`src/rtl/pwm_cascade_pkg.sv`:
```
package pwm_cascade_pkg;

  localparam int NUM_CH   = 4;
  localparam int NUM_PAIR = NUM_CH / 2;
  localparam int ADDR_W   = 4;

  localparam logic [ADDR_W-1:0] ADR_ENABLE = 4'd8;
  localparam logic [ADDR_W-1:0] ADR_MODE   = 4'd9;

  typedef struct packed {
    logic                src_tmr;
    logic [NUM_PAIR-1:0] dither;
    logic [NUM_PAIR-1:0] fuse;
    logic [NUM_CH-1:0]   en;
  } pwm_ctrl_t;

endpackage

```
`src/rtl/pwm_tick_sel.sv`:
```
module pwm_tick_sel (
  input  logic src_tmr,
  input  logic tb_tick,
  input  logic tmr_ovf,
  output logic tick
);

  always_comb begin
    if (src_tmr) tick = tmr_ovf;
    else         tick = tb_tick;
  end

endmodule

```
`src/rtl/pwm_regfile.sv`:
```
module pwm_regfile
  import pwm_cascade_pkg::*;
#(
  parameter int W = 8
) (
  input  logic                     clk,
  input  logic                     rst_n,
  input  logic                     wr_en,
  input  logic [ADDR_W-1:0]        wr_addr,
  input  logic [W-1:0]             wr_data,
  output logic [NUM_CH-1:0][W-1:0] per_sh,
  output logic [NUM_CH-1:0][W-1:0] dut_sh,
  output pwm_ctrl_t                ctrl
);

  localparam int IDX_W = $clog2(NUM_CH);

  logic [NUM_CH-1:0][W-1:0] per_n, dut_n;
  pwm_ctrl_t                ctrl_n;
  logic [IDX_W-1:0]         idx;

  assign idx = wr_addr[IDX_W-1:0];

  always_comb begin
    per_n  = per_sh;
    dut_n  = dut_sh;
    ctrl_n = ctrl;
    if (wr_en) begin
      if (wr_addr < ADDR_W'(NUM_CH)) begin
        per_n[idx] = wr_data;
      end else if (wr_addr < ADDR_W'(2 * NUM_CH)) begin
        dut_n[idx] = wr_data;
      end else if (wr_addr == ADR_ENABLE) begin
        ctrl_n.en = wr_data[NUM_CH-1:0];
      end else if (wr_addr == ADR_MODE) begin
        ctrl_n.fuse    = wr_data[NUM_PAIR-1:0];
        ctrl_n.dither  = wr_data[2*NUM_PAIR-1:NUM_PAIR];
        ctrl_n.src_tmr = wr_data[2*NUM_PAIR];
      end
    end
  end

  always_ff @(posedge clk or negedge rst_n) begin
    if (!rst_n) begin
      per_sh <= '0;
      dut_sh <= '0;
      ctrl   <= '0;
    end else begin
      per_sh <= per_n;
      dut_sh <= dut_n;
      ctrl   <= ctrl_n;
    end
  end

  AST_DUTY0_WRITE: assert property (@(posedge clk) disable iff (!rst_n)
    (wr_en && wr_addr == 4'd4) |=> (dut_sh[0] == $past(wr_data)))
    else $error("duty shadow 0 did not take the written value");

  AST_MODE_WRITE: assert property (@(posedge clk) disable iff (!rst_n)
    (wr_en && wr_addr == ADR_MODE) |=> (ctrl.src_tmr == $past(wr_data[2*NUM_PAIR])))
    else $error("mode write did not reach tick source bit");

endmodule

```
`src/rtl/pwm_pair.sv`:
```
module pwm_pair #(
  parameter int W = 8
) (
  input  logic              clk,
  input  logic              rst_n,
  input  logic              tick,
  input  logic [1:0]        en,
  input  logic              fuse,
  input  logic              dither,
  input  logic [1:0][W-1:0] per_sh,
  input  logic [1:0][W-1:0] dut_sh,
  output logic [1:0]        pwm
);

  localparam int DW = 2 * W;

  logic [1:0][W-1:0] cnt, cnt_n;
  logic [1:0][W-1:0] per_a, per_n;
  logic [1:0][W-1:0] dut_a, dut_n;

  logic [DW-1:0]     c16, p16, d16;
  logic [DW:0]       c16_inc;
  logic              wrap16;
  logic [1:0][W:0]   inc8;
  logic [1:0]        wrap8;
  logic [W-1:0]      sub_rev;
  logic              extra;
  logic [W:0]        thresh;

  assign c16     = {cnt[1], cnt[0]};
  assign p16     = {per_a[1], per_a[0]};
  assign d16     = {dut_a[1], dut_a[0]};
  assign c16_inc = {1'b0, c16} + 1'b1;

  always_comb begin
    if (dither) wrap16 = c16_inc[DW];
    else        wrap16 = (c16_inc >= {1'b0, p16});
  end

  always_comb begin
    for (int h = 0; h < 2; h++) begin
      inc8[h]  = {1'b0, cnt[h]} + 1'b1;
      wrap8[h] = (inc8[h] >= {1'b0, per_a[h]});
    end
  end

  always_comb begin
    for (int i = 0; i < W; i++) begin
      sub_rev[i] = cnt[1][W-1-i];
    end
    extra  = (sub_rev < dut_a[0]);
    thresh = {1'b0, dut_a[1]} + {{W{1'b0}}, extra};
  end

  always_comb begin
    cnt_n = cnt;
    per_n = per_a;
    dut_n = dut_a;
    if (fuse) begin
      if (!en[0]) begin
        cnt_n = '0;
        per_n = per_sh;
        dut_n = dut_sh;
      end else if (tick) begin
        if (wrap16) begin
          cnt_n = '0;
          per_n = per_sh;
          dut_n = dut_sh;
        end else begin
          {cnt_n[1], cnt_n[0]} = c16_inc[DW-1:0];
        end
      end
    end else begin
      for (int h = 0; h < 2; h++) begin
        if (!en[h]) begin
          cnt_n[h] = '0;
          per_n[h] = per_sh[h];
          dut_n[h] = dut_sh[h];
        end else if (tick) begin
          if (wrap8[h]) begin
            cnt_n[h] = '0;
            per_n[h] = per_sh[h];
            dut_n[h] = dut_sh[h];
          end else begin
            cnt_n[h] = inc8[h][W-1:0];
          end
        end
      end
    end
  end

  always_comb begin
    if (fuse) begin
      if (dither) pwm[0] = en[0] & ({1'b0, cnt[0]} < thresh);
      else        pwm[0] = en[0] & (c16 < d16);
      pwm[1] = 1'b0;
    end else begin
      for (int h = 0; h < 2; h++) begin
        pwm[h] = en[h] & (cnt[h] < dut_a[h]);
      end
    end
  end

  always_ff @(posedge clk or negedge rst_n) begin
    if (!rst_n) begin
      cnt   <= '0;
      per_a <= '0;
      dut_a <= '0;
    end else begin
      cnt   <= cnt_n;
      per_a <= per_n;
      dut_a <= dut_n;
    end
  end

  AST_FROZEN_NO_TICK: assert property (@(posedge clk) disable iff (!rst_n)
    (en == 2'b11 && !tick) |=> $stable(c16))
    else $error("counter moved without a selected tick");

  AST_OFF_ZERO: assert property (@(posedge clk) disable iff (!rst_n)
    (!en[0]) |=> (cnt[0] == '0))
    else $error("disabled counter not held at zero");

  AST_ACTIVE_HOLD: assert property (@(posedge clk) disable iff (!rst_n)
    (en[0] && !tick) |=> $stable(dut_a[0]))
    else $error("active duty changed outside a wrap");

  AST_CARRY_UP: assert property (@(posedge clk) disable iff (!rst_n)
    (fuse && dither && en[0] && tick && (&cnt[0]) && !(&cnt[1]))
      |=> (cnt[0] == '0 && cnt[1] == $past(cnt[1]) + 1'b1))
    else $error("low byte carry did not advance high byte");

endmodule

```
`src/rtl/pwm_cascade.sv`:
```
module pwm_cascade
  import pwm_cascade_pkg::*;
#(
  parameter int W = 8
) (
  input  logic              clk,
  input  logic              rst_n,
  input  logic              tb_tick,
  input  logic              tmr_ovf,
  input  logic              wr_en,
  input  logic [ADDR_W-1:0] wr_addr,
  input  logic [W-1:0]      wr_data,
  output logic [NUM_CH-1:0] pwm_out
);

  logic [1:0]               rst_pipe;
  logic                     rst_int_n;
  logic                     tick;
  logic [NUM_CH-1:0][W-1:0] per_sh, dut_sh;
  pwm_ctrl_t                ctrl;

  always_ff @(posedge clk or negedge rst_n) begin
    if (!rst_n) rst_pipe <= '0;
    else        rst_pipe <= {rst_pipe[0], 1'b1};
  end
  assign rst_int_n = rst_pipe[1];

  pwm_regfile #(.W(W)) i_regs (
    .clk     (clk),
    .rst_n   (rst_int_n),
    .wr_en   (wr_en),
    .wr_addr (wr_addr),
    .wr_data (wr_data),
    .per_sh  (per_sh),
    .dut_sh  (dut_sh),
    .ctrl    (ctrl)
  );

  pwm_tick_sel i_tick (
    .src_tmr (ctrl.src_tmr),
    .tb_tick (tb_tick),
    .tmr_ovf (tmr_ovf),
    .tick    (tick)
  );

  for (genvar g = 0; g < NUM_PAIR; g++) begin : g_pair
    pwm_pair #(.W(W)) i_pair (
      .clk    (clk),
      .rst_n  (rst_int_n),
      .tick   (tick),
      .en     (ctrl.en[2*g+1:2*g]),
      .fuse   (ctrl.fuse[g]),
      .dither (ctrl.dither[g]),
      .per_sh (per_sh[2*g+1:2*g]),
      .dut_sh (dut_sh[2*g+1:2*g]),
      .pwm    (pwm_out[2*g+1:2*g])
    );
  end

  AST_RESET_LOW: assert property (@(posedge clk)
    (!rst_int_n) |-> (pwm_out == '0))
    else $error("output high during reset");

endmodule

```
`config.mk`:
```
export PLATFORM = sky130hd
export DESIGN_NAME = pwm_cascade
export DESIGN_NICKNAME = d
export VERILOG_FILES = /design/src/rtl/pwm_cascade_pkg.sv /design/src/rtl/pwm_tick_sel.sv /design/src/rtl/pwm_regfile.sv /design/src/rtl/pwm_pair.sv /design/src/rtl/pwm_cascade.sv
export SDC_FILE = /design/constraint.sdc
export NUM_CORES = 1
export LEC_CHECK = 0
export BUFFER_PORTS_ARGS = -buffer_cell sky130_fd_sc_hd__buf_2
export CORE_UTILIZATION = 60
export CTS_BUF_LIST = sky130_fd_sc_hd__clkbuf_4 sky130_fd_sc_hd__clkbuf_8
export DETAILED_ROUTE_END_ITERATION = 8
export MAX_ROUTING_LAYER = met4
export PLACE_DENSITY_LB_ADDON = 0.2
export SLEW_MARGIN = 25
export SYNTH_ARGS = -nofsm -noshare
export SYNTH_HDL_FRONTEND = slang
export SYNTH_HIERARCHICAL = 1
export SYNTH_SLANG_ARGS = --single-unit
```
`constraint.sdc`:
```
create_clock -name clk -period 9.15 [get_ports clk]
set_input_delay 0.915 -clock clk [delete_from_list [all_inputs] [get_ports clk]]
set_output_delay 0.915 -clock clk [all_outputs]
set_load 0.1 [all_outputs]
```
==> results of run 1 <==
==> critical path: stages (launching register included) <==
cell       delay, ns
dfrtp_1         0.49
ha_1            0.33
a21o_1          0.15
a21o_1          0.16
a21oi_1         0.14
nor2b_1         0.06
o21ai_0         0.15
a211o_1         0.15
ha_1            0.19
ha_1            0.24
nand3_1         0.11
xnor2_1         0.14
ha_1            0.29
a2111oi_0       0.48
o21ai_0         0.17
a31oi_1         0.23
o221ai_1        0.14
a21oi_1         0.14
buf_2           0.43
==> stage by stage <==
stage	std cells	setup slack, ns	cell area [µm²]	hold WS, ns
floorplan	1003	3.281	10720	0.3312
global placement	1222	4.419	10910	0.3098
detailed placement	1223	4.152	10930	0.3139
CTS	1255	3.642	11320	0.1998
global route	1255	3.321	11320	0.1970
finish	1255	3.589	11320	0.2194
==> area by class of cell <==
type	instances	area share, %
Clock buffer	17	2.067
Clock inverter	15	1.371
Inverter	78	2.587
Multi-Input combinational cell	724	52.36
Sequential cell	171	37.84
Tap cell	225	2.488
Timing Repair Buffer	25	1.282
==> metal layers <==
layer | part of all wire [%] | global-route usage, % | routed length (µm) | up-vias
met5 | 0 | - | 0 | -
li1 | - | - | - | 3599
met1 | 50 | 42.79 | 12090 | 3747
met4 | 1.4 | 8.302 | 329 | 0
met2 | 45 | 42.04 | 10830 | 159
met3 | 3.4 | 3.217 | 830 | 24
==> kinds of logic after synthesis <==
group | count (synthesis)
buffers and inverters | 108
XOR/XNOR | 54
other | 1
AO/OA/AOI/OAI | 176
multiplexers | 123
flip-flops | 171
adder cells (fa/ha/maj) | 116
AND/OR/NAND/NOR | 254
==> where the power goes <==
part	switching, µW	leakage, µW	internal, µW
combinational	766	0.00305	632
clock	315	0.000194	203
sequential	193	0.00215	984
==> flip-flops by register name, summed over array words and instances (netlist names) <==
register           flops
i_regs/per_sh         32
rst_pipe               2
g_pair.i_pair/c16     32
i_regs/dut_sh         32
i_regs/ctrl            9
g_pair.i_pair/d16     32
g_pair.i_pair/p16     32
==> placed cells by master, fill, tap and decap left out, drive strengths merged, types with 10 or more instances in the layout <==
master	netlist	layout
mux2	123	123
o21ai	58	58
nor3	22	22
dfrtp	171	171
nand3	34	34
clkbuf	6	17
nor2b	11	11
buf	24	25
ha	116	116
nand2	72	72
xor2	20	20
nor2	38	38
xnor2	34	34
nand4	16	16
a21oi	43	43
and3	12	12
a211oi	10	10
inv	78	84
nand2b	19	19
a21o	15	15
==> path summary, 6_finish.rpt <==
check | from | endpoint | depth (start not counted)
setup / recovery | g_pair[1].i_pair/c16[14] | pwm_out[2] | 18
hold / removal | rst_n | rst_pipe[1] | 1
setup reg to reg | g_pair[1].i_pair/c16[2] | g_pair[1].i_pair/d16[10] | 13
hold reg to reg | rst_pipe[1] | i_regs/dut_sh[3] | 0
max in group asynchronous | rst_pipe[1] | g_pair[1].i_pair/d16[13] | 2
min in group clk | rst_pipe[0] | rst_pipe[1] | 0
==> impl_metrics.ini, run 1 <==
[route]
viasPerCell = 5.999
num_vias = 7529
route.detailed.drc = 0
wl_per_cell_um = 19.19
drtPass1Iterations = 5
wirelength_um = 24080
drt-initial-drc-count = 625
antenna_left = 0

[placement]
io_buffers = 20
gp_congestion = 0.9404
dp_hpwl_um = 17720

[grt]
antenna_found_initial = 0
grt_pass1_vias = 7321
overflow = 0
grt_use_total_pct = 29.01
grt_pass1_wl_um = 39100
grt_max_degree = 88

[synthesis]
synth_area_leader_cell = dfrtp_1
ys_warn_count = 6
synth.area.mux_share_pct = 13.56
synth_most_common_cell = dfrtp_1
netlist_top_cells_count = dfrtp_1 (171), ha_1 (116), mux2_2 (105)
ys_async_sr_fraction_pct = 100.0
synthXorXnorAreaFrac_pct = 4.413
synth_compound_area_share_pct = 10.92
yosysSeqAreaShare_pct = 39.93
synth_top_area_share_pct = 39.93
synth_area_um2 = 10720
yosysUniqueCellTypes = 78
synth-edff-count = 0
netlist_instances = 1003
synth_top_family_by_area = multiplexers
yosys.area_share.simple_pct = 12.83
yosys_register_bits = 171
synth.net_count = 1136
synth_fa_ha_area_share_pct = 13.54
synth_ff_type = dfrtp_1
avgSynthCellArea_um2 = 10.68
synth_top_cells_by_area = dfrtp_1 (40%), ha_1 (14%), mux2_2 (11%)

[clock_tree]
clk_latency_ns = 0.46
clock_sinks = 171
postCtsSetupBuffers = 0
clockRootBuffer = clkbuf_8
htree_levels = 4
clockBufferDepth = 2
cts_made_buffers = 17
tritoncts = yes
clkTransAtPathRegs_ns = 0.10
hold_buffers = 0
post_cts_resized = 0

[timing]
finalHoldViolCount = 0
fin_setup_tns_ns = 0
rsz0062_at_grt = false
finalClockSkew_ns = 0.01356
finalCritPeriodShare_pct = 60.78
relSlewSlack_pct = 38.12
layout_min_cycle_time_ns = 5.561
finalMaxSlewViolations = 0
max_freq_mhz = 179.8
worst_slew_pin_slew_ns = 0.9248
setup_viol = 0

[floorplan]
core_um2 = 17360
start_util_pct = 61.74
die_w_um = 135.6
pin_count = 21
die_area_um2 = 18400
rows = 48
die_y_um = 135.6

[worst_setup_path]
endpoint_kind = primary output
worstSetupStartpointType = register
r2r_slack_ns = 4.51
critPathKind = reg2out
required_ns = 8.24
crit_arrival_ns = 4.65
path_max_fanout = 7

[outcome]
status = finished clean

[pwr]
peakVddDrop_mv = 0.1643
cellPowerDensity_nw_per_um2 = 273.3
power_uw = 3094
leakagePower_uw = 0.005396

[finish]
syn_to_final_growth_pct = 5.604
multi_input_area_um2 = 5926
fillers = 1389
drive_gt1_share_pct = 20.49
seq_area_um2 = 4283
num-nets-final = 1150
antennaDiodeCount = 0
fin_util_pct = 65.20

[flow_run]
cap_viol_max_count = 0

[worst_hold_path]
min_path_type = in2async
Note: power is estimated with default switching activity, not from simulation.
==> run 2, diff against run 1 <==
ABC_AREA = 1   (was not set)
clock period = 4.7 ns   (was 9.15 ns; I/O delays follow)
==> run 2 against run 1 <==
Critical path type unchanged; highest routed layer unchanged; largest power group unchanged; critical endpoint is now pwm_out[0]; wire length rose by 14%; final cell count increased by 35%; core utilization rose by 1.3 points.
==> impl_metrics.ini, run 2 <==
[outcome]
status = finished clean

[finish]
drive_gt1_share_pct = 9.788
antennaDiodeCount = 0
fin_cells = 1690
finalInstanceArea_um2 = 12100
syn_to_final_growth_pct = 6.883
final_common_cell = nand2_1
final_cell_mix = nand2_1 (467), dfrtp_1 (168), inv_1 (167), ha_1 (111), nand4_1 (108)
num-nets-final = 1581

[timing]
setup_viol = 0
relSlewSlack_pct = 38.64
finalHoldViolCount = 0
finalClockSkew_ns = 0.01603
finalCritPeriodShare_pct = 95.48
max_freq_mhz = 222.8
rsz0062_at_grt = true
setup_ws_ns = 0.2123
worst_slew_pin_slew_ns = 0.9181
layout_min_cycle_time_ns = 4.488
finalMaxSlewViolations = 0

[clock_tree]
tritoncts = yes
clock_sinks = 171
cts_made_buffers = 17
clockBufferDepth = 2
clk_latency_ns = 0.47
clockRootBuffer = clkbuf_8
htree_levels = 4
clkTransAtPathRegs_ns = 0.09

[worst_setup_path]
worst-r2r-cell-count = 22
critPathKind = reg2out
path_max_fanout = 5
r2r_slack_ns = 0.91
reg2reg_to = g_pair[0].i_pair/c16[3]
worstSetupStartpointType = register
endpoint_kind = primary output
required_ns = 4.23
crit_arrival_ns = 4.02
worst_r2r_startpoint = g_pair[0].i_pair/c16[1]

[placement]
pre_cts_ws_ns = 0.4257
dp_cells = 1652
dp_hpwl_um = 19710
gp_congestion = 0.9541
io_buffers = 20
dpl_cell_area_um2 = 11520

[floorplan]
die_y_um = 139.4
rows = 49
pin_count = 21
start_util_pct = 62.19
core_um2 = 18210
die_area_um2 = 19430
die_w_um = 139.4

[pwr]
peakVddDrop_mv = 0.3518
p_comb_share_pct = 48.1
p_sw_uw = 3025
internal-power_uw = 3657
p_clk_share_pct = 16.5
leakagePower_uw = 0.006520
seqPwrFrac_pct = 35.4
cellPowerDensity_nw_per_um2 = 552.1
switching_share_pct = 45.27

[grt]
grt_use_total_pct = 30.24
overflow = 0
grt_pass1_wl_um = 45080
antenna_found_initial = 0
grt_pass1_vias = 9048
grt_max_degree = 144

[synthesis]
netlist_top_cells_count = nand2_1 (467), dfrtp_1 (171), inv_1 (169)
avgSynthCellArea_um2 = 7.853
synth_ff_type = dfrtp_1
yosysSeqAreaShare_pct = 37.79
synth_area_leader_cell = dfrtp_1
synth_top_area_share_pct = 37.79
netlist_instances = 1442
synth.net_count = 1575
yosysUniqueCellTypes = 49
synth_most_common_cell = nand2_1
ys_warn_count = 6
yosys_register_bits = 171
synth_area_um2 = 11320
synth-edff-count = 0
ys_async_sr_fraction_pct = 100.0
synth_top_cells_by_area = dfrtp_1 (38%), nand2_1 (15%), ha_1 (13%)

[worst_hold_path]
min_path_type = reg2async

[route]
viasPerCell = 5.750
antenna_left = 0
drt-initial-drc-count = 750
wl_per_cell_um = 16.22
wirelength_um = 27420
num_vias = 9717
route.detailed.drc = 0
drtPass1Iterations = 5

[flow_run]
cap_viol_max_count = 0
run 2: cell count changes in the layout (fill, tap and decap cells not counted), sizes merged, moves of 13 or more:
cell	delta
a21o	-13
a21oi	+24
inv	+95
mux2	-122
nand2	+406
nand2b	-19
nand3	+46
nand4	+94
nor2	+37
nor3	-14
o21ai	-36
o21bai	+17
xnor2	-28
run 2: cell type report:
| cell class | instances | area, µm² |
|---|---|---|
| clock buffers | 21 | 270.3 |
| clock inverters | 11 | 145.1 |
| fillers | 1537 | 6105 |
| inverters | 178 | 668.1 |
| multi-input cells | 1047 | 6212 |
| flip-flops and latches | 171 | 4285 |
| well taps | 229 | 286.5 |
| repair buffers | 33 | 236.5 |
run 2: kinds of logic (layout without fill, tap and decap cells):
family,Yosys count,in the layout,synth area share [%]
compound gates,134,134,7.181
xor+xnor,36,36,2.784
fa+ha+maj,116,116,12.82
buf+inv,224,243,8.187
flops,171,171,37.79
mux,2,2,0.1878
other cells,1,1,0.03311
simple gates,758,758,31.02
run 2: worst max path at each step:
stage / endpoint / startpoint / cells after the start / slack (ns)
final: pwm_out[0] / g_pair[0].i_pair/c16[14] / 23 / 0.21
after floorplan: pwm_out[1] / g_pair[0].i_pair/c16[13] / 5 / 0.14
after global placement: pwm_out[0] / g_pair[0].i_pair/c16[14] / 23 / 0.56
after CTS: pwm_out[2] / g_pair[1].i_pair/c16[14] / 23 / 0.04
after global routing: pwm_out[2] / g_pair[1].i_pair/d16[1] / 24 / -0.08
after detailed placement: pwm_out[2] / g_pair[1].i_pair/c16[14] / 23 / 0.43
run 2: layer usage:
layer,GRT usage [%],vias up,wire length (µm)
met4,6.901,0,352
met2,44.99,263,12550
met1,42.52,4668,12790
li1,-,4754,-
met5,-,-,0
met3,6.056,32,1720
run 2: worst max-delay path, cell delays in order (launching register included):
cell and delay (ns):
dfrtp_2 0.46, ha_4 0.24, a21boi_0 0.11, o211ai_1 0.20, nand2_1 0.07, nand3_1 0.06
nand2_1 0.05, a21o_1 0.16, a21oi_2 0.13, ha_2 0.22, ha_4 0.14, nand2_1 0.08
nor2_4 0.15, nand3_2 0.08, xor2_1 0.15, ha_1 0.34, a21oi_2 0.16, o21ai_1 0.09
nor2_1 0.10, nand2_1 0.08, a21oi_2 0.13, nand2_1 0.07, o21ai_2 0.08, buf_12 0.20
run 2: repair_timing:
item / in CTS / in global routing
endpoints found under the setup margin: 2 / 2
resized for setup: 2 / 34
pin swaps: 0 / 11
hold buffers: 1 / 0
setup buffers: 0 / 5
endpoints found under the hold margin: 2 / 0
run 2: stage by stage:
step	util [%]	total power [µW]	hold slack [ns]	TNS, ns
5_1_grt	66.47	7255	0.2774	-0.07739
3_5_place_dp	63.27	5424	0.2576	0
6_report	66.47	6682	0.2547	0
2_1_floorplan	-	4666	0.1744	0
4_1_cts	65.64	6555	0.2667	0
3_3_place_gp	63.27	5296	0.2567	0
run 2: power by group through the flow:
stage	sequential (µW)	clock [µW]	combinational (µW)
6_report	2370	1100	3210
5_1_grt	2420	1180	3650
3_5_place_dp	2380	0	3050
2_1_floorplan	2240	0	2430
3_3_place_gp	2370	0	2930
4_1_cts	2350	1120	3080
==> run 3, diff against run 2 <==
ABC_AREA = not set   (was 1)
BUFFER_PORTS_ARGS = -buffer_cell sky130_fd_sc_hd__clkbuf_2   (was -buffer_cell sky130_fd_sc_hd__buf_2)
CORE_UTILIZATION = 59   (was 60)
==> run 3 against run 2 <==
Sequential power shrank 3%; non-clock buffer count grew 2; clock power grew 4%; final area shrank 4.6%; via count shrank 22%; combinational power shrank 12%; register-to-register slack lost 0.27 ns; sequential share of layout area grew 1.7 points; worst setup slack gained 0.0091 ns; hold slack gained 0.044 ns; clock skew shrank 0.0024 ns; fmax grew 0.20%; critical path type unchanged; critical endpoint is now pwm_out[2]; largest cell class unchanged.
==> impl_metrics.ini, run 3 (synthesis gave the netlist of run 1 again) <==
[finish]
num-nets-final = 1160
final_common_cell = dfrtp_1
final_cell_mix = dfrtp_1 (168), ha_1 (112), mux2_2 (105), inv_1 (77), nand2_1 (71)
fin_util_pct = 65.87
syn_to_final_growth_pct = 7.799
fillers = 1417
antennaDiodeCount = 0
drive_gt1_share_pct = 22.21
finalInstanceArea_um2 = 11550

[timing]
layout_min_cycle_time_ns = 4.479
rsz0062_at_grt = false
relSlewSlack_pct = 40.57
max_freq_mhz = 223.3
fin_setup_tns_ns = 0
finalHoldViolCount = 0
finalMaxSlewViolations = 0
setup_viol = 0
finalCritPeriodShare_pct = 95.29
finalClockSkew_ns = 0.01365
worst_slew_pin_slew_ns = 0.8914

[route]
wirelength_um = 24240
drt-initial-drc-count = 497
drtPass1Iterations = 8
antenna_left = 0
route.detailed.drc = 0
viasPerCell = 6.021
num_vias = 7617
wl_per_cell_um = 19.16

[clock_tree]
clk_latency_ns = 0.48
htree_levels = 4
clockRootBuffer = clkbuf_8
cts_made_buffers = 17
clockBufferDepth = 2
clkTransAtPathRegs_ns = 0.10
tritoncts = yes
clock_sinks = 171

[grt]
grt_pass1_wl_um = 38490
grt_max_degree = 170
grt_pass1_vias = 7242
overflow = 0
grt_use_total_pct = 28.50
antenna_found_initial = 0

[placement]
dp_hpwl_um = 17670
gp_congestion = 0.9787
dpl_cell_area_um2 = 11010
io_buffers = 20

[pwr]
leakagePower_uw = 0.005490
seqPwrFrac_pct = 36.7
internal-power_uw = 3730
switching_share_pct = 40.37
peakVddDrop_mv = 0.3437
cellPowerDensity_nw_per_um2 = 541.5
p_comb_share_pct = 45.0
p_clk_share_pct = 18.3
p_sw_uw = 2525

[worst_setup_path]
path_max_fanout = 6
required_ns = 4.23
crit_arrival_ns = 4.01
worstSetupStartpointType = register
critPathKind = reg2out
endpoint_kind = primary output

[floorplan]
start_util_pct = 61.11
die_w_um = 136.8
core_um2 = 17540
rows = 48
die_area_um2 = 18710
pin_count = 21
die_y_um = 136.8

[worst_hold_path]
min_path_type = in2async

[flow_run]
cap_viol_max_count = 0

[outcome]
status = finished clean
-- run 3: cell count changes in the layout (fill, tap and decap cells not counted), sizes merged, moves of 14 or more --
cell and change:
o21bai -17, nand2b +19, a21oi -24, xnor2 +28
nor3 +14, buf -15, nor2 -37, nand2 -406
nand3 -46, mux2 +122, o21ai +36, clkbuf +14
inv -93, nand4 -94
-- run 3: worst max-delay path, stage by stage, from the launching register on --
cell	delay [ns]
dfrtp_2	0.46
ha_1	0.30
a21o_1	0.15
a21o_1	0.17
a21oi_1	0.14
nor2b_1	0.06
o21ai_1	0.12
a211o_1	0.17
ha_4	0.15
ha_4	0.13
nand3_1	0.08
xnor2_1	0.14
ha_1	0.35
a2111oi_4	0.29
o21ai_1	0.10
a31oi_1	0.15
o221ai_1	0.15
a21oi_2	0.22
buf_12	0.20
-- run 3: final cells by class --
class | count | area (µm²) | share of cell area (%)
Multi-Input combinational cell | 724 | 5991 | 51.86
Sequential cell | 171 | 4285 | 37.10
Clock buffer | 18 | 247.7 | 2.144
Timing Repair Buffer | 35 | 261.5 | 2.264
Inverter | 78 | 292.8 | 2.534
Tap cell | 225 | 281.5 | 2.437
Clock inverter | 14 | 192.7 | 1.668
-- run 3: per-stage QoR --
step | cells | setup WS (ns) | total power, µW | hold WS, ns
2_1_floorplan | 1003 | 0.2162 | 4386 | 0.1744
3_3_place_gp | 1228 | 0.5660 | 4948 | 0.2579
3_5_place_dp | 1228 | 0.4434 | 5046 | 0.2625
4_1_cts | 1261 | 0.01645 | 6225 | 0.2717
5_1_grt | 1265 | 0.01386 | 6699 | 0.2981
6_report | 1265 | 0.2215 | 6255 | 0.2987
-- run 3: per-layer routing --
layer  up-vias  GRT usage [%]  part of all wire [%]
li1       3624              -                     -
met2       180          40.89                    44
met1      3768          40.63                    50
met4         0          9.585                   2.1
met3        45          5.185                   4.4
met5         -              -                     0
-- run 3: worst paths after layout --
check | slack (ns) | start | cells past startpoint | endpoint
worst min-delay path | 0.30 | rst_n | 2 | rst_pipe[1]
worst max register to register | 0.64 | g_pair[0].i_pair/c16[8] | 14 | g_pair[0].i_pair/d16[9]
worst min register to register | 0.37 | rst_pipe[0] | 0 | rst_pipe[1]
min in group clk | 0.37 | rst_pipe[0] | 0 | rst_pipe[1]
max in group asynchronous | 3.49 | rst_pipe[1] | 1 | g_pair[0].i_pair/c16[14]
worst max-delay path | 0.22 | g_pair[1].i_pair/c16[14] | 18 | pwm_out[2]
-- run 3: timing repair --
item                                   4_1_cts  5_1_grt
endpoints found under the hold margin        2        0
cloned                                       0        0
hold buffers                                 1        0
pin swaps                                    1        7
buffers inserted                             0        4
resized for setup                            5       16
setup endpoints to repair                    1        2
-- run 3: power groups by stage --
stage	registers [µW]	logic (µW)	clock network, µW
2_1_floorplan	2190	2200	0
3_3_place_gp	2300	2650	0
3_5_place_dp	2310	2730	0
4_1_cts	2290	2770	1170
5_1_grt	2350	3130	1220
6_report	2300	2820	1140
